## config.mk

```make
export PLATFORM = sky130hd
export DESIGN_NAME = atomic_cas_unit
export DESIGN_NICKNAME = d
export VERILOG_FILES = /design/src/rtl/cas_pkg.sv /design/src/rtl/cas_sequencer.sv /design/src/rtl/cas_operand_reg.sv /design/src/rtl/cas_result.sv /design/src/rtl/atomic_cas_unit.sv
export SDC_FILE = /design/constraint.sdc
export NUM_CORES = 1
export LEC_CHECK = 0
export BUFFER_PORTS_ARGS = -buffer_cell sky130_fd_sc_hd__buf_2
export CORE_MARGIN = 3
export CORE_UTILIZATION = 49
export DETAILED_ROUTE_END_ITERATION = 6
export PLACE_DENSITY_LB_ADDON = 0.05
export SYNTH_ARGS = -nofsm -noshare
export SYNTH_HDL_FRONTEND = slang
export SYNTH_SLANG_ARGS = --single-unit
```

## constraint.sdc

```tcl
create_clock -name clk_i -period 1.8 [get_ports clk_i]
set_clock_uncertainty 0.1 [all_clocks]
set_input_delay 0.09 -clock clk_i [delete_from_list [all_inputs] [get_ports clk_i]]
set_output_delay 0.09 -clock clk_i [all_outputs]
set_load 0.005 [all_outputs]
```

## src/rtl/cas_pkg.sv

```systemverilog
package cas_pkg;
  typedef enum logic [1:0] {
    ST_IDLE  = 2'd0,
    ST_READ  = 2'd1,
    ST_WRITE = 2'd2,
    ST_DONE  = 2'd3
  } cas_state_e;
endpackage

```

## src/rtl/cas_sequencer.sv

```systemverilog
module cas_sequencer
  import cas_pkg::*;
(
  input  logic       clk_i,
  input  logic       rst_ni,
  input  logic       start_i,
  input  logic       rvalid_i,
  input  logic       wack_i,
  output cas_state_e state_o
);
  cas_state_e state_q, state_d;

  always_comb begin
    state_d = state_q;
    unique case (state_q)
      ST_IDLE:  if (start_i)  state_d = ST_READ;
      ST_READ:  if (rvalid_i) state_d = ST_WRITE;
      ST_WRITE: if (wack_i)   state_d = ST_DONE;
      ST_DONE:                state_d = ST_IDLE;
      default:                state_d = ST_IDLE;
    endcase
  end

  always_ff @(posedge clk_i or negedge rst_ni) begin
    if (!rst_ni) state_q <= ST_IDLE;
    else         state_q <= state_d;
  end

  assign state_o = state_q;
endmodule

```

## src/rtl/cas_operand_reg.sv

```systemverilog
module cas_operand_reg #(
  parameter int unsigned DW = 32,
  parameter int unsigned AW = 16
) (
  input  logic          clk_i,
  input  logic          rst_ni,
  input  logic          load_i,
  input  logic [AW-1:0] addr_i,
  input  logic [DW-1:0] expect_i,
  input  logic [DW-1:0] new_i,
  output logic [AW-1:0] addr_o,
  output logic [DW-1:0] expect_o,
  output logic [DW-1:0] new_o
);
  always_ff @(posedge clk_i or negedge rst_ni) begin
    if (!rst_ni) begin
      addr_o   <= '0;
      expect_o <= '0;
      new_o    <= '0;
    end else if (load_i) begin
      addr_o   <= addr_i;
      expect_o <= expect_i;
      new_o    <= new_i;
    end
  end
endmodule

```

## src/rtl/cas_result.sv

```systemverilog
module cas_result #(
  parameter int unsigned DW = 32
) (
  input  logic          clk_i,
  input  logic          rst_ni,
  input  logic          rd_fire_i,
  input  logic [DW-1:0] rdata_i,
  input  logic [DW-1:0] expect_i,
  input  logic [DW-1:0] new_i,
  output logic          match_o,
  output logic [DW-1:0] wdata_o,
  output logic [DW-1:0] acc_o
);
  logic [DW-1:0] rd_q;
  logic          match_q;

  always_ff @(posedge clk_i or negedge rst_ni) begin
    if (!rst_ni) begin
      rd_q    <= '0;
      match_q <= 1'b0;
    end else if (rd_fire_i) begin
      rd_q    <= rdata_i;
      match_q <= (rdata_i == expect_i);
    end
  end

  // failed compare writes the old word back; acc reports what memory held
  assign wdata_o = match_q ? new_i    : rd_q;
  assign acc_o   = match_q ? expect_i : rd_q;
  assign match_o = match_q;
endmodule

```

## src/rtl/atomic_cas_unit.sv

```systemverilog
module atomic_cas_unit
  import cas_pkg::*;
#(
  parameter int unsigned DW = 32,
  parameter int unsigned AW = 16
) (
  input  logic          clk_i,
  input  logic          rst_ni,
  input  logic          start_i,
  input  logic [AW-1:0] addr_i,
  input  logic [DW-1:0] expect_i,
  input  logic [DW-1:0] new_i,
  output logic          busy_o,
  output logic          done_o,
  output logic          match_o,
  output logic [DW-1:0] acc_o,
  output logic          lock_o,
  output logic          mem_req_o,
  output logic          mem_we_o,
  output logic [AW-1:0] mem_addr_o,
  output logic [DW-1:0] mem_wdata_o,
  input  logic [DW-1:0] mem_rdata_i,
  input  logic          mem_rvalid_i,
  input  logic          mem_wack_i
);
  cas_state_e    state;
  logic          load, rd_fire, in_read, in_write;
  logic [DW-1:0] exp_q, new_q;

  cas_sequencer u_seq (
    .clk_i   (clk_i),
    .rst_ni  (rst_ni),
    .start_i (start_i),
    .rvalid_i(mem_rvalid_i),
    .wack_i  (mem_wack_i),
    .state_o (state)
  );

  assign in_read  = (state == ST_READ);
  assign in_write = (state == ST_WRITE);
  assign load     = (state == ST_IDLE) && start_i;
  assign rd_fire  = in_read && mem_rvalid_i;

  cas_operand_reg #(.DW(DW), .AW(AW)) u_opr (
    .clk_i   (clk_i),
    .rst_ni  (rst_ni),
    .load_i  (load),
    .addr_i  (addr_i),
    .expect_i(expect_i),
    .new_i   (new_i),
    .addr_o  (mem_addr_o),
    .expect_o(exp_q),
    .new_o   (new_q)
  );

  cas_result #(.DW(DW)) u_res (
    .clk_i   (clk_i),
    .rst_ni  (rst_ni),
    .rd_fire_i(rd_fire),
    .rdata_i (mem_rdata_i),
    .expect_i(exp_q),
    .new_i   (new_q),
    .match_o (match_o),
    .wdata_o (mem_wdata_o),
    .acc_o   (acc_o)
  );

  assign mem_req_o = in_read || in_write;
  assign mem_we_o  = in_write;
  assign lock_o    = in_read || in_write;
  assign busy_o    = (state != ST_IDLE);
  assign done_o    = (state == ST_DONE);
endmodule

```

==> results.py, run 1 <==
metrics = {
    "global_route": {
        "grt_pass1_wl_mm": 26.1,
        "antenna_found_initial": 0,
        "grt_usage_pct": 26.8,
        "overflow": 0,
        "grt_pass1_vias": 5185,
        "grt_max_degree": 57,
    },
    "final_layout": {
        "area_growth_pct": 62.3,
        "most-common-layout-cells": "buf_2, nand2_1, dlygate4sd3_1",
        "fill_cells": 619,
        "num-nets-final": 926,
        "n_antenna_cell": 0,
        "final_util_pct": 83.4,
        "design_area_sq_mm": 0.00876,
        "layout_commonest_cell": "buf_2",
        "drive_gt1_share_pct": 47.5,
    },
    "worst_setup_path": {
        "cp-start-kind": "register",
        "worstSetupEndpointType": "output port",
        "crit_required_ns": 1.61,
        "path_class": "register to output port",
        "path_max_fanout": 14,
        "worstPathArrival_ns": 1.63,
        "rrSetupSlack_ns": 0.11,
    },
    "power_and_ir_drop": {
        "pwr_density_cell_mw_per_mm2": 1550,
        "power_mw": 13.6,
        "irDropWorstVdd_mv": 0.894,
        "p_leak_nw": 4.21,
    },
    "drt": {
        "drtPass1Iterations": 4,
        "drtIter0Drc": 296,
        "drtAntennaViolNets": 0,
        "drc": 0,
        "via_count": 4762,
        "vias_per_cell": 5.00,
        "wl_mm": 17.5,
        "routedWlPerCell_um": 18.4,
    },
    "floorplanning": {
        "start_util_pct": 51.4,
        "coreArea_sq_mm": 0.0105,
        "ios": 203,
        "die_area_sq_mm": 0.0123,
        "die_x_um": 111,
        "row_count": 37,
        "die_h_um": 111,
    },
    "sta": {
        "rsz0062_at_grt": "true",
        "tightest_slew_ns": 0.562,
        "fin_crit_sh_pct": 101,
        "setup_viol": 4,
        "worst_slack_ns": -0.0222,
        "maxSlewHeadroom_pct": 62.4,
        "hold_violations": 0,
        "period_needed_ns": 1.82,
        "fmax_mhz": 549,
        "hold_slack_ns": 0.0447,
        "maxSlewViolCount": 0,
    },
    "placed_design": {
        "place.gp.congestion": 0.780,
        "dp_hpwl_mm": 9.94,
        "post-place-ws_ns": -0.0117,
        "place_area_sq_mm": 0.00664,
        "port_buffers": 202,
    },
    "yosys": {
        "syn-num-nets": 593,
        "synth_ff_type": "dfrtp_1",
        "syn_area_per_cell_sq_um": 11.5,
        "yosysSeqAreaShare_pct": 53.3,
        "syn-instance-count": 471,
        "synthDistinctLibCells": 20,
        "ys.warnings.count": 0,
        "synth-edff-count": 0,
        "synth_seq_cells": 115,
        "syn_area_sq_mm": 0.00540,
        "synth-async-reset-ratio_pct": 100,
    },
    "clock_tree": {
        "cts_root_buf": "clkbuf_8",
        "tritoncts": "yes",
        "cts_buffer_depth": 2,
        "htreeDepth": 4,
        "clk_pin_slew_worst_paths_ns": 0.06,
        "clock_latency_ns": 0.52,
        "cts_buffers": 17,
        "cts.sinks": 115,
    },
    "job": {
        "drv_cap": 0,
    },
    "outcome": {
        "violations": "setup timing",
        "status": "complete, but fails checks",
    },
    "min_path": {
        "hp-class": "primary input to asynchronous set/reset pin",
    },
}
## state kept, by name, summed over array words and instances (netlist names)
signal,flops
u_opr.expect_o,32
u_opr.new_o,32
u_res.rd_q,32
u_opr.addr_o,16
u_seq.state_o,2
u_res.match_o,1
## area by class of cell
cell class	count	area [sq um]	area share (%)
clock buffer	24	480	5.48
multi-input combinational	328	2550	29.1
inverter	5	18.8	0.214
timing repair buffer	337	2520	28.7
sequential	115	2880	32.9
tap	136	170	1.94
clock inverter	8	148	1.68
## through the flow
stage,cells,setup TNS (ns)
floorplan,471,0
global placement,796,-0.0121
detailed placement,796,-0.0117
CTS,945,0
global route,953,-1.12
finish,953,-0.0347
## what timing repair did
| action | 4_1_cts | 5_1_grt |
|---|---|---|
| hold buffers | 117 | 0 |
| endpoints found under the hold margin | 230 | 0 |
| pin swaps | 0 | 1 |
| endpoints found under the setup margin | 27 | 69 |
| gates resized for setup | 3 | 30 |
| cloned | 0 | 6 |
| setup buffers | 0 | 2 |
## per-layer routing
metal  global-route usage, %  wire (um)  vias up
met5                       0          0        -
met4                    10.1        405        0
met3                    7.04       1010       38
met2                    48.4       9350      185
met1                    30.4       6770     2308
li1                        -          -     2231
## power breakdown
part           internal [mW]  switching [mW]  total, mW
Combinational           2.91            2.26       5.17
Sequential              3.92           0.940       4.87
Clock                   2.39            1.17       3.57
## synth_stat cells, types with 4 or more instances
cell type | instances | area share [%]
xor2_1 | 17 | 2.8
nand2b_1 | 32 | 3.7
buf_2 | 12 | 1.1
xnor2_1 | 15 | 2.4
ha_1 | 5 | 1.2
dfrtp_1 | 115 | 53
inv_1 | 5 | 0.35
nor4_1 | 5 | 0.58
mux2_2 | 112 | 23
nand4_1 | 4 | 0.46
clkbuf_1 | 10 | 0.70
nand2_1 | 131 | 9.1
## kinds of logic after synthesis
family / Yosys count / share of synthesized area [%]
adders and majority gates: 5 / 1.16
and+or+nand+nor: 174 / 14.0
buffers and inverters: 28 / 2.29
muxes: 112 / 23.4
DFF: 115 / 53.3
AOI/OAI and AO/OA: 5 / 0.649
xor gates and xnor gates: 32 / 5.19
## worst max-delay path, cell delays in order (launching register included)
cell	delay [ns]
dfrtp_2	0.50
clkbuf_16	0.23
nand2b_4	0.15
nand2_1	0.08
buf_2	0.14
## worst paths after layout
kind	from	endpoint	depth (start not counted)
max	u_res.match_o	acc_o[31]	4
min	rst_ni	u_opr.new_o[30]	3
max reg2reg	u_opr.expect_o[12]	u_res.match_o	5
min reg2reg	u_opr.addr_o[1]	u_opr.addr_o[1]	1
max in group asynchronous	rst_ni	u_res.rd_q[28]	3
min in group clk_i	new_i[29]	u_opr.new_o[29]	3
(Power assumes the default switching activity.)
==> inputs of run 2 (changes only) <==
--- a/config.mk
+++ b/config.mk
@@ -6,8 +6,10 @@
 export NUM_CORES = 1
 export LEC_CHECK = 0
 export BUFFER_PORTS_ARGS = -buffer_cell sky130_fd_sc_hd__buf_2
+export CELL_PAD_IN_SITES_DETAIL_PLACEMENT = 0
+export CELL_PAD_IN_SITES_GLOBAL_PLACEMENT = 1
 export CORE_MARGIN = 3
-export CORE_UTILIZATION = 49
+export CORE_UTILIZATION = 38
 export DETAILED_ROUTE_END_ITERATION = 6
 export PLACE_DENSITY_LB_ADDON = 0.05
 export SYNTH_ARGS = -nofsm -noshare
==> results.py, run 2 (same netlist as run 1, synthesis figures left out) <==
metrics = {
    "final_layout": {
        "layout_commonest_cell": "buf_2",
        "final_util_pct": 62.8,
        "area_growth_pct": 57.6,
        "most-common-layout-cells": "buf_2, nand2_1, dlygate4sd3_1, dfrtp_1, mux2_2",
        "num-nets-final": 916,
        "drive_gt1_share_pct": 44.7,
        "top_regs": "u_opr.expect_o x32, u_opr.new_o x32, u_res.rd_q x32",
        "fill_cells": 1140,
        "n_antenna_cell": 0,
    },
    "worst_setup_path": {
        "timing.rr.end": "u_opr.expect_o[0]",
        "crit_required_ns": 1.99,
        "critPathBufInv": 2,
        "critPathMaxStageDelay_ns": 0.39,
        "crit_slowest_cell": "dfrtp_1",
        "cp-start-kind": "register",
        "path_max_fanout": 38,
        "crit_family": "flip-flops",
        "r2r_start": "u_seq.state_o[0]",
        "rrSetupSlack_ns": 0.14,
        "worstPathArrival_ns": 1.85,
        "path_cells": "inv_1 > ha_1 > nand2_4 > buf_12 > mux2_2",
        "ff2ff_path_depth": 5,
        "path_class": "register to register",
        "worstSetupEndpointType": "register",
    },
    "drt": {
        "drc": 0,
        "drtAntennaViolNets": 0,
        "via_count": 4514,
        "vias_per_cell": 4.60,
        "drtPass1Iterations": 4,
        "routedWlPerCell_um": 15.0,
        "drtIter0Drc": 107,
        "wl_mm": 14.8,
    },
    "power_and_ir_drop": {
        "p_sw_share_pct": 30.2,
        "combPwrFrac_pct": 36.8,
        "p_leak_nw": 4.10,
        "power_mw": 13.2,
        "pwr-share-clk_pct": 27.5,
        "irDropWorstVdd_mv": 0.944,
        "pwr_density_cell_mw_per_mm2": 1550,
        "p_int_mw": 9.20,
        "pwr-share-seq_pct": 35.7,
        "switchingPower_mw": 3.98,
    },
    "floorplanning": {
        "ios": 203,
        "die_area_sq_mm": 0.0157,
        "start_util_pct": 39.8,
        "row_count": 42,
        "die_x_um": 125,
        "coreArea_sq_mm": 0.0136,
        "die_h_um": 125,
    },
    "placed_design": {
        "place.gp.congestion": 0.757,
        "dp_hpwl_mm": 10.5,
        "post-place-ws_ns": 0.0878,
        "port_buffers": 202,
    },
    "min_path": {
        "min_from": "mem_rvalid_i",
        "holdPathStages": 3,
        "hold-path-endpoint": "u_res.rd_q[23]",
        "hp-class": "primary input to register",
    },
    "clock_tree": {
        "cts_root_buf": "clkbuf_16",
        "cts_buffers": 17,
        "clk_pin_slew_worst_paths_ns": 0.05,
        "tritoncts": "yes",
        "clock_latency_ns": 0.41,
        "cts.sinks": 115,
        "htreeDepth": 4,
        "cts_buffer_depth": 2,
    },
    "sta": {
        "maxSlewViolCount": 0,
        "fmax_mhz": 602,
        "tightest_slew_ns": 0.401,
        "maxSlewHeadroom_pct": 73.3,
        "rsz0062_at_grt": "false",
        "fin_crit_sh_pct": 92.2,
        "setup_viol": 0,
        "worst_slack_ns": 0.140,
        "hold_violations": 0,
        "hold_slack_ns": 0.0304,
        "period_needed_ns": 1.66,
        "fin_tns_setup_ns": 0,
    },
    "global_route": {
        "grt_usage_pct": 19.6,
        "grt_max_degree": 55,
        "overflow": 0,
        "grt_pass1_wl_mm": 24.6,
        "antenna_found_initial": 0,
        "grt_pass1_vias": 4980,
    },
    "outcome": {
        "status": "complete, no violations",
    },
    "job": {
        "drv_cap": 0,
    },
}
## run 2: what timing repair did
item                                    CTS  global route
setup buffers                             0             0
hold buffers                            114             0
endpoints found under the hold margin   228             0
resized for setup                         0             3
endpoints found under the setup margin    0             1
## run 2: area by class of cell
cell class	instances	area (sq um)	share of cell area (%)
clock buffer	21	460	5.41
clock inverter	10	180	2.12
inverter	5	18.8	0.221
multi-input combinational	328	2430	28.5
sequential	115	2880	33.8
tap	176	220	2.59
timing repair buffer	327	2320	27.3
## run 2: tightest hold or removal path: stages
cell,delay [ns]
buf_2,0.11
nand2_2,0.13
mux2_2,0.17
## run 2: layer usage
metal / vias to the layer above / track usage (%) / routed length (um)
li1: 2204 / - / -
met1: 2161 / 23.9 / 6320
met2: 132 / 33.7 / 7350
met3: 17 / 5.71 / 880
met4: 0 / 6.25 / 212
met5: - / 0 / 0
## run 2: power by group through the flow
| stage | logic, mW | clock network, mW | registers, mW |
|---|---|---|---|
| after global routing | 5.42 | 3.83 | 4.88 |
| final | 4.85 | 3.63 | 4.71 |
| after floorplan | 2.86 | 0 | 4.58 |
| after CTS | 4.94 | 3.74 | 4.70 |
| after detailed placement | 4.73 | 0 | 4.74 |
| after global placement | 4.63 | 0 | 4.68 |
## run 2: how the worst max path moves through the flow
stage,from,end,slack [ns],cells after the start
floorplan,u_seq.state_o[0],u_opr.addr_o[0],0.23,5
global placement,u_opr.expect_o[12],u_res.match_o,0.13,5
detailed placement,u_opr.expect_o[12],u_res.match_o,0.09,5
CTS,u_opr.expect_o[12],u_res.match_o,0.08,5
global route,u_opr.expect_o[17],u_res.match_o,0.005,6
finish,u_seq.state_o[0],u_opr.expect_o[0],0.14,5
## run 2: stage by stage
stage               instances  instance area, sq um
detailed placement        837                  6710
CTS                       982                  8490
global route              982                  8510
floorplan                 471                  5400
finish                    982                  8510
global placement          837                  6710
==> inputs of run 3 (changes only) <==
--- a/config.mk
+++ b/config.mk
@@ -9,9 +9,10 @@
 export CELL_PAD_IN_SITES_DETAIL_PLACEMENT = 0
 export CELL_PAD_IN_SITES_GLOBAL_PLACEMENT = 1
 export CORE_MARGIN = 3
-export CORE_UTILIZATION = 38
+export CORE_UTILIZATION = 39
 export DETAILED_ROUTE_END_ITERATION = 6
 export PLACE_DENSITY_LB_ADDON = 0.05
 export SYNTH_ARGS = -nofsm -noshare
 export SYNTH_HDL_FRONTEND = slang
+export SYNTH_HIERARCHICAL = 1
 export SYNTH_SLANG_ARGS = --single-unit
==> results.py, run 3 <==
metrics = {
    "outcome": {
        "status": "complete, no violations",
    },
    "worst_setup_path": {
        "r2r_start": "u_seq/state_o[1]",
        "ff2ff_path_depth": 5,
        "cp-endpoint": "u_opr/addr_o[6]",
        "crit_required_ns": 1.99,
        "worstSetupEndpointType": "register",
        "timing.rr.end": "u_opr/addr_o[6]",
        "path_max_fanout": 25,
        "cp-start-kind": "register",
        "path_class": "register to register",
        "crit_start": "u_seq/state_o[1]",
        "worstPathArrival_ns": 1.93,
        "rrSetupSlack_ns": 0.06,
    },
    "power_and_ir_drop": {
        "pwr-share-clk_pct": 26.3,
        "p_sw_share_pct": 30.7,
        "pwr_density_cell_mw_per_mm2": 1590,
        "p_leak_nw": 4.42,
        "irDropWorstVdd_mv": 1.07,
        "combPwrFrac_pct": 39.6,
        "pwr-share-seq_pct": 34.1,
        "switchingPower_mw": 4.37,
        "p_int_mw": 9.85,
        "power_mw": 14.2,
    },
    "yosys": {
        "synth-edff-count": 0,
        "synth_ff_type": "dfrtp_1",
        "synthDistinctLibCells": 25,
        "synth_commonest_cells": "nand2_1, dfrtp_1, mux2_4",
        "syn-num-nets": 604,
        "synth-async-reset-ratio_pct": 100,
        "synth_top_area_share_pct": 48.5,
        "synth_top_area_cell": "dfrtp_1",
        "yosysSeqAreaShare_pct": 48.5,
        "ys.warnings.count": 6,
        "syn_area_sq_mm": 0.00593,
        "synth_seq_cells": 115,
        "syn_area_per_cell_sq_um": 12.4,
        "synth.most_common_cell": "nand2_1",
        "synthTopCellsByArea": "dfrtp_1, mux2_4, nand2_1",
        "syn-instance-count": 479,
    },
    "sta": {
        "tightest_slew_ns": 0.393,
        "maxSlewHeadroom_pct": 73.8,
        "fmax_mhz": 576,
        "maxSlewViolCount": 0,
        "setup_viol": 0,
        "hold_slack_ns": 0.00328,
        "period_needed_ns": 1.74,
        "fin_crit_sh_pct": 96.4,
        "hold_violations": 0,
        "rsz0062_at_grt": "false",
        "fin_tns_setup_ns": 0,
    },
    "global_route": {
        "grt_pass1_wl_mm": 25.3,
        "antenna_found_initial": 0,
        "grt_max_degree": 49,
        "grt_pass1_vias": 4999,
        "overflow": 0,
        "grt_usage_pct": 19.7,
    },
    "clock_tree": {
        "clk_pin_slew_worst_paths_ns": 0.06,
        "cts.sinks": 115,
        "htreeDepth": 4,
        "cts_buffer_depth": 2,
        "cts_root_buf": "clkbuf_16",
        "tritoncts": "yes",
        "clock_latency_ns": 0.41,
        "cts_buffers": 17,
    },
    "final_layout": {
        "layout_commonest_cell": "buf_2",
        "fill_cells": 1238,
        "area_growth_pct": 50.6,
        "drive_gt1_share_pct": 45.8,
        "n_antenna_cell": 0,
        "regArea_sq_mm": 0.00288,
        "most-common-layout-cells": "buf_2, nand2_1, dlygate4sd3_1",
        "num-nets-final": 927,
        "design_area_sq_mm": 0.00894,
        "top_regs": "u_opr/expect_o x32, u_opr/new_o x32, u_res/rd_q x32",
        "multi_input_area_sq_mm": 0.00279,
    },
    "drt": {
        "drtAntennaViolNets": 0,
        "vias_per_cell": 4.55,
        "drtPass1Iterations": 4,
        "via_count": 4547,
        "drc": 0,
        "drtIter0Drc": 156,
        "wl_mm": 15.8,
        "routedWlPerCell_um": 15.8,
    },
    "floorplanning": {
        "die_x_um": 129,
        "start_util_pct": 40.4,
        "coreArea_sq_mm": 0.0147,
        "row_count": 44,
        "die_h_um": 129,
        "ios": 203,
        "die_area_sq_mm": 0.0167,
    },
    "placed_design": {
        "place_area_sq_mm": 0.00713,
        "port_buffers": 202,
        "dp_hpwl_mm": 10.9,
        "place.gp.congestion": 0.743,
    },
    "min_path": {
        "hp-class": "primary input to asynchronous set/reset pin",
    },
    "job": {
        "drv_cap": 0,
    },
}
## run 3: changes by cell type after synthesis, moves of 4 or more
| cell | change |
|---|---|
| xnor2_1 | -14 |
| xor2_1 | +14 |
| mux2_4 | +80 |
| mux2_2 | -80 |
| nor4_2 | +4 |
| buf_12 | +8 |
| clkbuf_1 | -4 |
## run 3: routing by layer
| metal | GRT usage [%] | wire length [um] |
|---|---|---|
| met5 | 0 | 0 |
| met4 | 6.05 | 184 |
| met3 | 6.10 | 952 |
| met1 | 24.3 | 6900 |
| met2 | 33.0 | 7760 |
## run 3: power by group through the flow
stage | clock (mW) | combinational (mW) | sequential, mW
floorplan | 0 | 3.75 | 4.64
global placement | 0 | 5.36 | 4.80
detailed placement | 0 | 5.47 | 4.84
CTS | 3.84 | 5.69 | 4.84
global route | 3.95 | 6.18 | 5.05
finish | 3.74 | 5.63 | 4.85
## run 3: how the worst min path moves through the flow
stage	from	to	slack, ns	cells past startpoint
4_1_cts	rst_ni	u_opr/new_o[13]	0.003	2
6_report	rst_ni	u_opr/new_o[13]	0.003	2
5_1_grt	rst_ni	u_opr/new_o[13]	0.003	2
2_1_floorplan	rst_ni	u_opr/addr_o[0]	-0.31	0
3_5_place_dp	rst_ni	u_opr/new_o[13]	-0.11	1
3_3_place_gp	rst_ni	u_res/rd_q[12]	-0.11	1
## run 3: repair_timing
| item | CTS | global route |
|---|---|---|
| endpoints found under the setup margin | 0 | 4 |
| hold buffers | 113 | 0 |
| hold endpoints to repair | 228 | 0 |
| setup buffers | 0 | 1 |
| resized for setup | 0 | 5 |
## run 3: kinds of logic (layout without fill, tap and decap cells)
logic type                 after synthesis  in the layout  synth area share [%]
DFF                                    115            115                  48.5
buffers and inverters                   33            369                  4.66
xor gates and xnor gates                32             32                  4.72
muxes                                  114            114                  26.7
and+or+nand+nor                        175            175                  13.4
AOI/OAI and AO/OA                        2              2                 0.380
adders and majority gates                8              8                  1.69
## run 3: worst max-delay path: stages, from the launching register on
cell and delay (ns):
dfrtp_2 0.45, inv_1 0.10, ha_1 0.17, and2_4 0.22, buf_12 0.23, mux2_4 0.33
## run 3: layout make-up
type                            instances  area share, %
Tap cell                              184           2.58
Clock inverter                         13           2.31
Timing Repair Buffer                  329           26.3
Sequential cell                       115           32.2
Inverter                                8          0.336
Clock buffer                           19           5.07
Multi-Input combinational cell        331           31.2
## run 3: through the flow
step / setup WS, ns / utilization [%] / cells
floorplan: 0.118 / - / 479
global placement: 0.137 / 48.5 / 853
detailed placement: 0.0475 / 48.5 / 853
CTS: 0.0341 / 60.7 / 998
global route: 0.00591 / 60.8 / 999
finish: 0.0644 / 60.8 / 999
